==> src/rtl/thresh_counter_pkg.sv <==
package thresh_counter_pkg;

  typedef enum logic [1:0] {
    MODE_STICKY = 2'b00,
    MODE_SHOT   = 2'b01,
    MODE_RECYC  = 2'b10,
    MODE_SHOT2  = 2'b11
  } tc_mode_e;

  function automatic logic mode_is_sticky(input logic [1:0] m);
    return m == MODE_STICKY;
  endfunction

  function automatic logic mode_is_recycle(input logic [1:0] m);
    return m == MODE_RECYC;
  endfunction

endpackage

==> src/rtl/thresh_counter_limit.sv <==
module thresh_counter_limit #(
  parameter int CNT_W = 12
) (
  input  logic [CNT_W:0] thr_i,
  output logic [CNT_W:0] lim_o,
  output logic           armed_o
);
  localparam logic [CNT_W:0] MAXV = (CNT_W+1)'(1) << CNT_W;

  // Effective ceiling: zero threshold counts to the top, oversize is clamped
  function automatic logic [CNT_W:0] eff_limit(input logic [CNT_W:0] t);
    if (t == '0 || t > MAXV) return MAXV;
    return t;
  endfunction

  assign lim_o   = eff_limit(thr_i);
  assign armed_o = (thr_i != '0);
endmodule

==> src/rtl/thresh_counter_step.sv <==
module thresh_counter_step
  import thresh_counter_pkg::*;
#(
  parameter int CNT_W = 12
) (
  input  logic [CNT_W:0] count_q,
  input  logic [CNT_W:0] lim_i,
  input  logic           armed_i,
  input  logic           evt_i,
  input  logic           clr_i,
  input  logic [1:0]     mode_i,
  output logic [CNT_W:0] count_d,
  output logic           adv_o,
  output logic           hit_o,
  output logic           restart_o
);
  logic [CNT_W:0] bumped;
  logic           at_top;

  assign at_top    = (count_q >= lim_i);
  assign adv_o     = evt_i & ~at_top;
  assign bumped    = count_q + (CNT_W+1)'(1);
  assign hit_o     = adv_o & armed_i & (bumped == lim_i);
  assign restart_o = hit_o & mode_is_recycle(mode_i);

  always_comb begin
    if (clr_i || restart_o) count_d = '0;
    else if (adv_o)         count_d = bumped;
    else                    count_d = count_q;
  end
endmodule

==> src/rtl/thresh_counter_fire.sv <==
module thresh_counter_fire
  import thresh_counter_pkg::*;
(
  input  logic       fire_q,
  input  logic       hit_i,
  input  logic       clr_i,
  input  logic [1:0] mode_i,
  output logic       fire_d
);
  always_comb begin
    if (clr_i)                       fire_d = 1'b0;
    else if (mode_is_sticky(mode_i)) fire_d = fire_q | hit_i;
    else                             fire_d = hit_i;
  end
endmodule

==> src/rtl/thresh_counter.sv <==
module thresh_counter
  import thresh_counter_pkg::*;
#(
  parameter int CNT_W = 12
) (
  input  logic           clk,
  input  logic           rst_n,
  input  logic           evt_i,
  input  logic           clr_i,
  input  logic [CNT_W:0] thr_i,
  input  logic [1:0]     mode_i,
  output logic [CNT_W:0] count_o,
  output logic           fire_o
);
  localparam logic [CNT_W:0] MAXV = (CNT_W+1)'(1) << CNT_W;

  logic [CNT_W:0] count_q, count_d, lim_w;
  logic           fire_q, fire_d;
  logic           armed_w, adv_w, hit_w, restart_w;

  thresh_counter_limit #(.CNT_W(CNT_W)) u_limit (
    .thr_i   (thr_i),
    .lim_o   (lim_w),
    .armed_o (armed_w)
  );

  thresh_counter_step #(.CNT_W(CNT_W)) u_step (
    .count_q   (count_q),
    .lim_i     (lim_w),
    .armed_i   (armed_w),
    .evt_i     (evt_i),
    .clr_i     (clr_i),
    .mode_i    (mode_i),
    .count_d   (count_d),
    .adv_o     (adv_w),
    .hit_o     (hit_w),
    .restart_o (restart_w)
  );

  thresh_counter_fire u_fire (
    .fire_q (fire_q),
    .hit_i  (hit_w),
    .clr_i  (clr_i),
    .mode_i (mode_i),
    .fire_d (fire_d)
  );

  always_ff @(posedge clk or negedge rst_n) begin
    if (!rst_n) begin
      count_q <= '0;
      fire_q  <= 1'b0;
    end else begin
      count_q <= count_d;
      fire_q  <= fire_d;
    end
  end

  assign count_o = count_q;
  assign fire_o  = fire_q;

  assert_step_one_R1: assert property (@(posedge clk) disable iff (!rst_n)
    (!clr_i && !restart_w) |=>
      (count_q == $past(count_q) || count_q == $past(count_q) + (CNT_W+1)'(1)));

  assert_clear_wins_R2: assert property (@(posedge clk) disable iff (!rst_n)
    clr_i |=> (count_q == '0 && !fire_q));

  assert_sticky_hold_R4: assert property (@(posedge clk) disable iff (!rst_n)
    (fire_q && !clr_i && mode_i == MODE_STICKY) |=> fire_q);

  assert_shot_at_limit_R5: assert property (@(posedge clk) disable iff (!rst_n)
    (hit_w && !clr_i && (mode_i == MODE_SHOT || mode_i == MODE_SHOT2)) |=>
      (fire_q && count_q == $past(lim_w)));

  assert_recycle_zero_R6: assert property (@(posedge clk) disable iff (!rst_n)
    (hit_w && !clr_i && mode_i == MODE_RECYC) |=> (fire_q && count_q == '0));

  assert_zero_thr_quiet_R7: assert property (@(posedge clk) disable iff (!rst_n)
    (thr_i == '0) |-> !hit_w);

  assert_ceiling_R8: assert property (@(posedge clk) disable iff (!rst_n)
    count_q <= MAXV);
endmodule

==> config.mk <==
export PLATFORM = sky130hd
export DESIGN_NAME = thresh_counter
export DESIGN_NICKNAME = d
export VERILOG_FILES = /design/src/rtl/thresh_counter_pkg.sv /design/src/rtl/thresh_counter_limit.sv /design/src/rtl/thresh_counter_step.sv /design/src/rtl/thresh_counter_fire.sv /design/src/rtl/thresh_counter.sv
export SDC_FILE = /design/constraint.sdc
export NUM_CORES = 1
export LEC_CHECK = 0
export BUFFER_PORTS_ARGS = -buffer_cell sky130_fd_sc_hd__buf_2
export CAP_MARGIN = 20
export CELL_PAD_IN_SITES_DETAIL_PLACEMENT = 0
export CELL_PAD_IN_SITES_GLOBAL_PLACEMENT = 2
export CORE_MARGIN = 2
export CORE_UTILIZATION = 36
export DETAILED_ROUTE_END_ITERATION = 10
export HOLD_SLACK_MARGIN = 0.1
export PLACE_DENSITY = 0.88
export SLEW_MARGIN = 20
export SYNTH_ARGS = -nofsm -noshare
export SYNTH_HDL_FRONTEND = slang
export SYNTH_SLANG_ARGS = --single-unit
==> constraint.sdc <==
create_clock -name clk -period 6.1 [get_ports clk]
set_input_delay 1.22 -clock clk [delete_from_list [all_inputs] [get_ports clk]]
set_output_delay 1.22 -clock clk [all_outputs]
set_load 0.02 [all_outputs]
==> results by stage, run 1 <==
Status:
- The flow ran to the end, and the final reports show no timing, DRC or antenna violations.

Synth:
- For this run, asynchronously set or reset flops after synthesis account for 1.00.
- Summing every instance area after synthesis gives 1640 um2.
- The XOR/XNOR share of the synthesized area is 0.170.
- In this run, synthesis inferred 0 flip-flops with an integrated enable.
- The cell taking the most area after synthesis is dfrtp_1.
- The register bit count reported by yosys is 14.
- The share of synthesized area occupied by flip-flops and latches is 0.213.
- By count the netlist is led by 14 x dfrtp_1, 14 x ha_1, 13 x nor3_1.
- For this run, the number of Yosys warnings is 0.
- The post-synthesis compound-gate area fraction is 0.196.
- The simple-gate area share of the yosys netlist is 0.261.
- The most used flip-flop cell after synthesis is dfrtp_1.
- Sorting the synthesized cells by area gives the leading types as dfrtp_1 21%, ha_1 11%, xnor3_1 6.9%.
- The proportion of synthesized area in mux cells is 0.00610.
- The number of nets in the synthesized netlist is 216.
- The synthesized netlist contains 51 unique library cells.
- The average cell area after synthesis is 8.97 um2.
- After synthesis, the largest family of logic cells by area is simple AND/OR/NAND/NOR gates.
- Counting every instance in the synthesized netlist gives 183.
- The share of synthesized area in the top cell type comes to 0.213.
- Of the total synthesized cell area, the portion taken by full adders, half adders and majority gates is 0.107.

GRT:
- Global routing finished with a remaining overflow of 0.
- The via count of the first global-routing pass was 1416.
- The first global-routing pass estimated just over 7000 um of wire.
- In the global route stage, overall resource usage came out at 0.176.
- Entering global routing, the biggest net connects 16 pins.
- The initial antenna violation count was 0.

Placement:
- The half-perimeter wire length of the detailed placement result is 3320 um.
- Buffers placed on the I/O ports in this run total 32.
- Counting tap cells, the placed design contains a total of roughly 260 instances.
- Routability-driven placement finished with a final weighted congestion of approximately 0.84.

Route:
- The detail-routed net length per standard cell is 16.1 um.
- For this run, design rule violations remaining after detail routing come to 0.
- The total vias in the final route is 1505.
- The first detailed-routing pass took 4 iterations.
- The number of DRC markers in iteration 0 is 68.
- The count of antenna-violating nets left after detailed routing is 0.
- For this block, the routed nets add up to 4230 um of wire.
- The vias per cell is 5.74.

Clocking:
- The count of clock tree sinks is 14.
- The post-CTS resize count is 0.
- No sink is reached through more buffers than the 2 on the longest clock path.
- The number of hold buffers added after CTS was 0.
- The TritonCTS buffer count is 3.
- TritonCTS built the clock tree.
- Once the clock tree was built, the setup fixing pass inserted 0 buffers.
- The clock reaches the later pin of the worst-skew pair after 0.25 ns.
- The depth of the CTS H-tree is 1.
- The root buffer cell is clkbuf_8.
- The clock slew at the register clock pins of the worst setup and hold paths is about 0.06 ns.

Floorplanning:
- The initial utilization of the core area, before any placement, comes to 0.374.
- The core outline area is 4380 um2.
- The horizontal die dimension is 71.5 um.
- The number of placement rows is 24.
- The area enclosed by the die boundary is roughly 5100 um2.
- The vertical die dimension is 71.5 um.
- The I/O pin count is 33.

Setup path:
- STA classifies the critical path endpoint as a flop.
- The worst setup path is launched from a primary input.
- The worst setup path is of the primary input to flop kind.
- The data arrival time of the worst path is between 4 and 5 ns.
- For the worst setup path, the data required time is 6.18 ns.
- Along the worst path, the maximum fanout reaches 13.

Final layout:
- The final instance count without filler cells is 262.
- The number of antenna diodes in the final layout is 0.
- The area added between synthesis and finish is 14.9%.
- For this run, the share of the core covered by cells in the final layout is 0.430.
- Of the cells placed in the final design, the portion with a size suffix greater than 1 is 0.210.
- After the last flow step, the layout net total stands at 244.

Timing:
- The final worst clock skew is around 0.0037 ns.
- For this run, the top clock speed supported by timing is between 0.2 and 0.25 GHz.
- The final critical-path share of the clock period is 0.669.
- Setup violations remaining at the end of the flow were counted as 0.
- The final critical delay including setup and external delays is just over 4 ns.
- The final-report max-slew violation count is 0.
- Setup total negative slack on the finished layout was measured at 0 ns.
- For the pin with the worst max-slew slack, the measured transition is 0.998 ns.
- Setup repair after global routing left no endpoint under its margin.
- The relative slew slack is 0.329.
- The final hold violation count came to 0.

Power and ir drop:
- The leakage dissipation is 0.919 nW.
- The maximum vdd drop is approximately 0.13 mV.
- The total power divided by cell area is ~130 nW/um2.

Hold path:
- The class of the most critical hold timing path is flop to flop.

Flow run:
- The count of maximum capacitance violations is 0.
-- critical path, stage by stage --
cell and delay (ns):
buf_2 0.12, nor4_1 0.40, a31oi_1 0.23, ha_1 0.35, nand2_1 0.09, o21ai_0 0.15, a2111oi_4 0.34, buf_4 0.24
o2111ai_1 0.14, nor4_2 0.77, nor3_1 0.12
-- through the flow --
| stage | setup WS (ns) | power [W] | hold WS [ns] | instance area [um2] |
|---|---|---|---|---|
| floorplan | 2.57 | 0.000140 | 0.607 | 1640 |
| global placement | 1.80 | 0.000165 | 0.512 | 1830 |
| detailed placement | 1.77 | 0.000164 | 0.509 | 1830 |
| CTS | 2.04 | 0.000255 | 0.525 | 1890 |
| global route | 1.70 | 0.000266 | 0.543 | 1890 |
| finish | 2.02 | 0.000252 | 0.523 | 1890 |
-- metal layers --
metal,GRT usage,vias up,part of all wire
li1,-,760,-
met5,0,-,0
met4,0.0629,0,0.012
met2,0.260,36,0.44
met1,0.265,705,0.51
met3,0.0197,4,0.043
-- cell usage in the layout (no fill, tap or decap), drive strengths merged, types with 2 or more instances in the layout --
| cell | netlist | routed |
|---|---|---|
| a21o | 2 | 2 |
| a21oi | 6 | 6 |
| a31oi | 3 | 3 |
| a32oi | 2 | 2 |
| and2 | 3 | 3 |
| and3 | 8 | 8 |
| and4 | 4 | 4 |
| buf | 4 | 34 |
| clkbuf | 7 | 4 |
| dfrtp | 14 | 14 |
| ha | 14 | 14 |
| inv | 7 | 7 |
| nand2 | 11 | 11 |
| nand2b | 4 | 4 |
| nand3 | 2 | 2 |
| nand4 | 3 | 3 |
| nor2 | 4 | 4 |
| nor2b | 3 | 3 |
| nor3 | 13 | 13 |
| nor3b | 2 | 2 |
| nor4 | 6 | 6 |
| o2111ai | 6 | 6 |
| o211ai | 8 | 8 |
| o21ai | 3 | 3 |
| o221ai | 2 | 2 |
| xnor2 | 8 | 8 |
| xnor3 | 5 | 5 |
| xor2 | 11 | 11 |
-- power by group --
part	internal, W	switching (W)	leakage (nW)	total (W)
Sequential	0.0000945	0.00000251	0.194	0.0000970
Combinational	0.0000267	0.0000393	0.696	0.0000660
Clock	0.0000571	0.0000314	0.0288	0.0000886
-- cells by family after synthesis --
family | count (synthesis)
AND/OR/NAND/NOR | 72
AO/OA/AOI/OAI | 40
XOR/XNOR | 24
buffers and inverters | 18
adder cells (fa/ha/maj) | 14
flip-flops | 14
multiplexers | 1
-- path summary, 6_finish.rpt --
path	end	depth (start not counted)	start	slack (ns)
worst max-delay path	count_o[8]$_DFFE_PN0P_	11	thr_i[3]	2.02
worst min-delay path	fire_o$_DFF_PN0_	2	fire_o$_DFF_PN0_	0.52
worst max register to register	count_o[8]$_DFFE_PN0P_	8	count_o[7]$_DFFE_PN0P_	2.90
worst min register to register	fire_o$_DFF_PN0_	2	fire_o$_DFF_PN0_	0.52
max in group asynchronous	count_o[7]$_DFFE_PN0P_	1	rst_n	5.01
min in group asynchronous	count_o[6]$_DFFE_PN0P_	1	rst_n	0.86
-- flip-flops by register name (all words and copies together), names as in the netlist --
name     count
count_o     13
fire_o       1
-- final cells by class --
cell class	count	area, um2
Fill cell	443	2500
Multi-Input combinational cell	151	1210
Sequential cell	14	350
Timing Repair Buffer	34	175
Tap cell	52	65.1
Clock buffer	4	55.1
Inverter	7	26.3
Note: power is estimated with default switching activity, not from simulation.
==> run 2: changes to the inputs <==
- CORE_UTILIZATION: 36 -> 33
- PLACE_DENSITY: 0.88 -> 0.81
- clock period: 6.1 -> 4.05 ns (I/O delays scaled with it)
==> run 2 against run 1 <==
  * Cell count is 6.1% higher
  * Critical endpoint is now fire_o$_DFF_PN0_
  * Critical path type unchanged
  * Sequential cell count unchanged
  * Global-route usage rose by 0.27 points
  * Count of clock-buffer cells in the layout is the same
  * Clock power increased by 55%
  * Combinational power is 58% higher
  * Largest power group unchanged
==> results by stage, run 2 (synthesized netlist as in run 1, its figures left out) <==
Final layout:
- The share of post-route cells with drive strength above 1 is 0.213 (+0.00375).
- The antenna diode count was 0 (unchanged).
- The final instance count without filler cells came to 278 (+6.1%).
- The number of flip-flops in the largest register was 13 (unchanged).
- The library cell used most frequently in the layout, excluding fill and tap cells, is buf_2.
- The final net count is 245 (+0.41%).
- Relative to the synthesized area, the layout overhead comes to 17.1%.
- The sequential cell area in the final layout is 350 um2 (unchanged).
- Leaving out fill and tap cells, the most frequent cells in the layout are 32 x buf_2, 14 x ha_1, 14 x dfrtp_1, 13 x nor3_1.
- The area used by multi-input combinational logic is 1220 um2 (+0.72%).
- The final core utilization is 0.404 (-0.0262).
- The number of fill cells in the layout was 518 (+17%).
- The final design instance area without fill was 1920 um2 (+1.9%).

Timing:
- The final critical-path share of the clock period is 0.844.
- Setup repair after global routing left no endpoint under its margin.
- The setup total negative slack is 0 ns (unchanged).
- The final critical delay including setup and external delays is 3.42 ns.
- The final-report max-slew violation count is 0 (unchanged).
- The setup violation total in the final timing report is 0 (unchanged).
- Timing would allow up to 0.293 GHz.
- The relative slew slack was 0.542 (+0.213).
- The final worst clock skew came to 0.00193 ns (-0.00177 ns).
- The post-layout worst setup margin is 0.633 ns (-1.38 ns).
- The slew at the pin with the worst max-slew slack is 0.682 ns (-0.316 ns).
- The final hold violation count was 0 (unchanged).

Clocking:
- The TritonCTS clock tree is yes.
- The count of clock tree sinks is 14 (unchanged).
- The TritonCTS buffer count was 3 (unchanged).
- The latest clock arrival within the worst-skew pair is 0.24 ns (about the same).
- The number of buffers added for setup after CTS is 0 (unchanged).
- The clock slew at the register clock pins of the worst setup and hold paths came to 0.06 ns (about the same).
- The maximum clock path buffer count is 2 (unchanged).
- Clock tree synthesis selected as its root buffer the cell clkbuf_8.
- The post-CTS resize count is 0 (unchanged).
- The depth of the CTS H-tree is 1 (unchanged).
- The post-cts hold buffer count is 0 (unchanged).

GRT:
- The global router's overall resource usage is 0.179 (+0.00271).
- The initial antenna violation count is 0 (unchanged).
- The via count of the first global-routing pass is 1480 (+4.5%).
- The global-route wire length before repair is 7600 um (+6.2%).
- The maximum number of pins on one net before global-route repair was 16 (unchanged).
- The total congestion overflow is 0 (unchanged).

Setup path:
- The endpoint identified for the worst register-to-register timing path is fire_o$_DFF_PN0_.
- The startpoint class of the critical path is a primary input.
- The setup path with the least slack is of type primary input to flop.
- In this run the worst setup path terminates at fire_o$_DFF_PN0_.
- The maximum fanout along the worst path is 15 (+2).
- The worst setup path is captured at a flop.
- The required time of the critical path was 4.22 ns (-1.96 ns).
- The startpoint of the worst register-to-register path is count_o[7]$_DFFE_PN0P_.
- The logic depth of the worst register-to-register path is 8 (unchanged).
- The data arrival time of the worst path is 3.58 ns (-0.58 ns).
- The most critical setup path has its startpoint at thr_i[12].
- The register-to-register setup slack came to 1.09 ns (-1.81 ns).

Route:
- The number of design rule violations left after detail routing was 0 (unchanged).
- The total iterations of the first detailed-routing run came to 4 (unchanged).
- The vias per cell is 5.81 (+1.1%).
- The count of antenna-violating nets left after detailed routing is 0 (unchanged).
- The detail-routed net length per standard cell is 17.3 um (+7.0%).
- The detailed-route wire length is 4800 um (+14%).
- The total vias in the final route came to 1614 (+7.2%).
- The number of DRC markers in iteration 0 is 85 (+25%).

Floorplanning:
- The I/O pin count is 33 (unchanged).
- The effective utilization at floorplan is 0.345 (-0.0292).
- The vertical die dimension is 74.5 um (+4.2%).
- The horizontal die dimension is 74.5 um (+4.2%).
- The number of placement rows came to 25 (+4.2%).
- The area enclosed by the die boundary is 5550 um2 (+8.6%).
- The core outline area is 4750 um2 (+8.4%).

Placement:
- The half-perimeter wire length of the detailed placement result is 3710 um (+12%).
- The total of buffers placed on input and output ports was 32 (unchanged).
- The pre-CTS setup slack is 0.207 ns (-1.56 ns).
- The final weighted congestion in routability-driven placement is 0.918 (+9.4%).
- The cell area after placement is 1860 um2 (+1.4%).
- The placed cell count is 274 (+6.2%).

Power and ir drop:
- The power share of the combinational group is 0.269 (+0.007).
- The switching share of power is 0.304 (+0.0126).
- The internal power consumption is 0.000269 W (+51%).
- The maximum vdd drop is 0.165 mV (+31%).
- The leakage dissipation is 0.931 nW (+1.3%).
- The sequential share of power came to 0.377 (-0.009).
- The proportion of power drawn by the clock network is 0.354 (+0.002).
- The total power divided by cell area is 201 nW/um2 (+51%).
- The switching component of the power came to 0.000117 W (+60%).

Hold path:
- In this run the worst hold path is classified as primary input to asynchronous set/reset pin.

Status:
- The flow ran to the end, and the final reports show no timing, DRC or antenna violations.

Flow run:
- The count of maximum capacitance violations is 0 (unchanged).
run 2: worst max-delay path, stage by stage:
cell and delay [ns]:
buf_2 0.18, nand2b_1 0.25, ha_1 0.34, a21o_1 0.19, a221o_1 0.35, a2111oi_4 0.38
buf_4 0.25, o21ai_2 0.10, or4_1 0.54, a21oi_1 0.17
run 2: worst min-delay path by stage:
stage / startpoint / end / slack, ns / cells past startpoint
3_3_place_gp: fire_o$_DFF_PN0_ / fire_o$_DFF_PN0_ / 0.51 / 2
6_report: rst_n / count_o[11]$_DFFE_PN0P_ / 0.47 / 1
4_1_cts: rst_n / count_o[6]$_DFFE_PN0P_ / 0.47 / 1
3_5_place_dp: fire_o$_DFF_PN0_ / fire_o$_DFF_PN0_ / 0.52 / 2
5_1_grt: rst_n / count_o[6]$_DFFE_PN0P_ / 0.48 / 1
2_1_floorplan: rst_n / count_o[0]$_DFFE_PN0P_ / 0.51 / 0
run 2: final cells by class:
| class | instances | share of cell area |
|---|---|---|
| Clock buffer | 4 | 0.0286 |
| Inverter | 7 | 0.0137 |
| Sequential cell | 14 | 0.182 |
| Tap cell | 67 | 0.0436 |
| Multi-Input combinational cell | 151 | 0.637 |
| Timing Repair Buffer | 35 | 0.0951 |
run 2: routing by layer:
metal  up-vias  part of all wire  track usage
met5         -                 0            0
met4         0             0.022       0.0754
met3        10             0.048       0.0203
met2        58              0.48        0.282
met1       785              0.45        0.249
li1        761                 -            -
run 2: through the flow:
stage                     power [W]  hold WS [ns]
final                      0.000387         0.466
after global routing       0.000406         0.476
after CTS                  0.000388         0.469
after global placement     0.000250         0.509
after floorplan            0.000211         0.514
after detailed placement   0.000251         0.516
run 2: power by group through the flow:
| stage | logic (W) | clock network [W] | registers [W] |
|---|---|---|---|
| after detailed placement | 0.000102 | 0 | 0.000148 |
| final | 0.000104 | 0.000137 | 0.000146 |
| after floorplan | 0.0000611 | 0 | 0.000150 |
| after global routing | 0.000115 | 0.000144 | 0.000146 |
| after CTS | 0.000103 | 0.000139 | 0.000146 |
| after global placement | 0.000101 | 0 | 0.000148 |
==> run 3: changes to the inputs <==
- clock period: 4.05 -> 3.5 ns (I/O delays scaled with it)
==> run 3 against run 2 <==
  * Clock skew grew 0.0013 ns
  * Worst hold slack got worse by 0.12 ns
  * Global-route usage grew 0.45 points
  * Die area unchanged
  * Sequential cell count stayed put
  * Cell count increased by 1.1%
  * Sequential power grew 16%
  * Highest routed layer unchanged
  * Core utilization grew 0.16 points
  * Register-to-register slack worse by 0.31 ns
==> results by stage, run 3 (synthesized netlist as in run 1, its figures left out) <==
GRT:
- The global router's overall resource usage was 0.183 (+0.00445).
- The total congestion overflow is 0 (unchanged).
- The global-route wire length before repair is 7780 um (+2.4%).
- The initial antenna violation count is 0 (unchanged).
- The maximum number of pins on one net before global-route repair is 16 (unchanged).
- The via count of the first global-routing pass came to 1520 (+2.7%).

Timing:
- The final critical delay including setup and external delays is 3.08 ns.
- The final-report max-slew violation count is 0 (unchanged).
- The setup total negative slack is 0 ns (unchanged).
- Setup repair after global routing left no endpoint under its margin.
- The slew at the pin with the worst max-slew slack is 0.429 ns (-0.253 ns).
- The post-route worst hold slack is 0.349 ns (-0.118 ns).
- The final worst clock skew is 0.00319 ns (+0.00126 ns).
- Timing would allow up to 0.325 GHz.
- The relative slew slack is 0.714 (+0.172).
- The setup violation total in the final timing report is 0 (unchanged).
- The final hold violation count was 0 (unchanged).
- In the finished design, the share of the clock period the worst path needs comes to 0.879.

Status:
- The flow ran to the end, and the final reports show no timing, DRC or antenna violations.

Hold path:
- The worst hold path belongs to the class primary input to asynchronous set/reset pin.

Floorplanning:
- The area enclosed by the die boundary is 5550 um2 (unchanged).
- The vertical die dimension came to 74.5 um (unchanged).
- The number of placement rows is 25 (unchanged).
- The horizontal die dimension is 74.5 um (unchanged).
- The effective utilization at floorplan is 0.345 (unchanged).
- The core outline area is 4750 um2 (unchanged).
- The I/O pin count is 33 (unchanged).

Power and ir drop:
- The total power divided by cell area is 221 nW/um2 (+10%).
- The leakage dissipation is 0.937 nW (+0.63%).
- The maximum vdd drop is 0.115 mV (-30%).
- The total chip power is 0.000427 W (+10%).

Clocking:
- The clock slew at the register clock pins of the worst setup and hold paths was 0.06 ns (about the same).
- The maximum clock path buffer count was 2 (unchanged).
- The TritonCTS buffer count is 3 (unchanged).
- The latest clock arrival within the worst-skew pair was 0.25 ns (about the same).
- The post-CTS resize count is 0 (unchanged).
- The count of clock tree sinks is 14 (unchanged).
- The TritonCTS clock tree is yes.
- The root buffer cell is clkbuf_8.
- The depth of the CTS H-tree is 1 (unchanged).
- The post-cts hold buffer count is 0 (unchanged).
- The number of buffers added for setup after CTS came to 0 (unchanged).

Final layout:
- The number of fill cells in the layout is 507 (-2.1%).
- The library cell used most frequently in the layout, excluding fill and tap cells, is buf_2.
- The final design instance area without fill was 1930 um2 (+0.39%).
- The final net count is 249 (+1.6%).
- The library cells used most frequently in the layout, excluding fill and tap cells, are 32 x buf_2, 14 x ha_1, 14 x dfrtp_1, 13 x nor3_1.
- The share of post-route cells with drive strength above 1 is 0.224 (+0.0110).
- Relative to the synthesized area, the layout overhead comes to 17.5%.
- The antenna diode count is 0 (unchanged).
- The number of flip-flops in the largest register came to 13 (unchanged).

Route:
- The total iterations of the first detailed-routing run is 7 (+3).
- The count of antenna-violating nets left after detailed routing was 0 (unchanged).
- The total vias in the final route is 1580 (-2.1%).
- The detailed-route wire length was 4820 um (+0.29%).
- The number of DRC markers in iteration 0 was 80 (-5.9%).
- The detail-routed net length per standard cell is 17.1 um (-0.78%).
- The vias per cell came to 5.62 (-3.2%).
- The number of design rule violations left after detail routing is 0 (unchanged).

Flow run:
- The count of maximum capacitance violations came to 0 (unchanged).

Placement:
- The total of buffers placed on input and output ports was 32 (unchanged).
- The half-perimeter wire length of the detailed placement result came to 3700 um (-0.44%).
- The final weighted congestion in routability-driven placement is 0.837 (-8.8%).
- The cell area after placement was 1890 um2 (+1.6%).

Setup path:
- The required time of the critical path was 3.64 ns (-0.58 ns).
- The nature of the critical path endpoint is a flop.
- The startpoint class of the critical path is a primary input.
- The data arrival time of the worst path was 3.22 ns (-0.36 ns).
- The critical path in this run is classified as primary input to flop.
- The maximum fanout along the worst path is 15 (unchanged).
-- run 3: cell count changes in the layout (fill, tap and decap cells not counted), sizes merged --
cell	delta
clkbuf	-1
buf	+4
-- run 3: worst max-delay path, stage by stage --
cell and delay (ns):
buf_2 0.18, nand2b_1 0.25, ha_1 0.33, a21o_1 0.18, a221o_1 0.35, a2111oi_4 0.43, buf_4 0.25, o2111ai_1 0.15
xnor2_1 0.16, nor3_1 0.22
-- run 3: layer usage --
layer  vias up  wire length, um  GRT usage  share of wire
li1        767                -          -              -
met1       756             2250      0.258           0.47
met2        49             2230      0.294           0.46
met3         8              277     0.0257          0.057
met4         0               63     0.0516          0.013
met5         -                0          0              0
-- run 3: path summary, 6_finish.rpt --
| path | from | endpoint | slack, ns | depth (start not counted) |
|---|---|---|---|---|
| hold / removal | rst_n | count_o[9]$_DFFE_PN0P_ | 0.35 | 1 |
| setup / recovery | thr_i[12] | count_o[8]$_DFFE_PN0P_ | 0.42 | 10 |
| min in group clk | fire_o$_DFF_PN0_ | fire_o$_DFF_PN0_ | 0.53 | 2 |
| setup reg to reg | count_o[8]$_DFFE_PN0P_ | count_o[8]$_DFFE_PN0P_ | 0.78 | 8 |
| max in group asynchronous | rst_n | count_o[0]$_DFFE_PN0P_ | 2.89 | 1 |
| hold reg to reg | fire_o$_DFF_PN0_ | fire_o$_DFF_PN0_ | 0.53 | 2 |
-- run 3: stage by stage --
stage / setup slack (ns) / instances / utilization
final: 0.425 / 281 / 0.406
after global routing: 0.202 / 281 / 0.406
after CTS: 0.426 / 281 / 0.406
after detailed placement: 0.169 / 278 / 0.397
after global placement: 0.229 / 278 / 0.397
after floorplan: 0.487 / 183 / -
-- run 3: power breakdown --
group          leakage [nW]  switching [W]  internal, W
clock network        0.0216      0.0000612    0.0000763
logic                 0.721      0.0000717    0.0000489
registers             0.194     0.00000411     0.000165
total                 0.937       0.000137     0.000290
-- run 3: final cells by class --
type / instances / area, um2 / share of cell area
clock buffer: 3 / 41.3 / 0.0214
inverter: 7 / 26.3 / 0.0136
timing repair buffer: 39 / 213 / 0.110
sequential: 14 / 350 / 0.182
tap: 67 / 83.8 / 0.0435
multi-input combinational: 151 / 1210 / 0.630
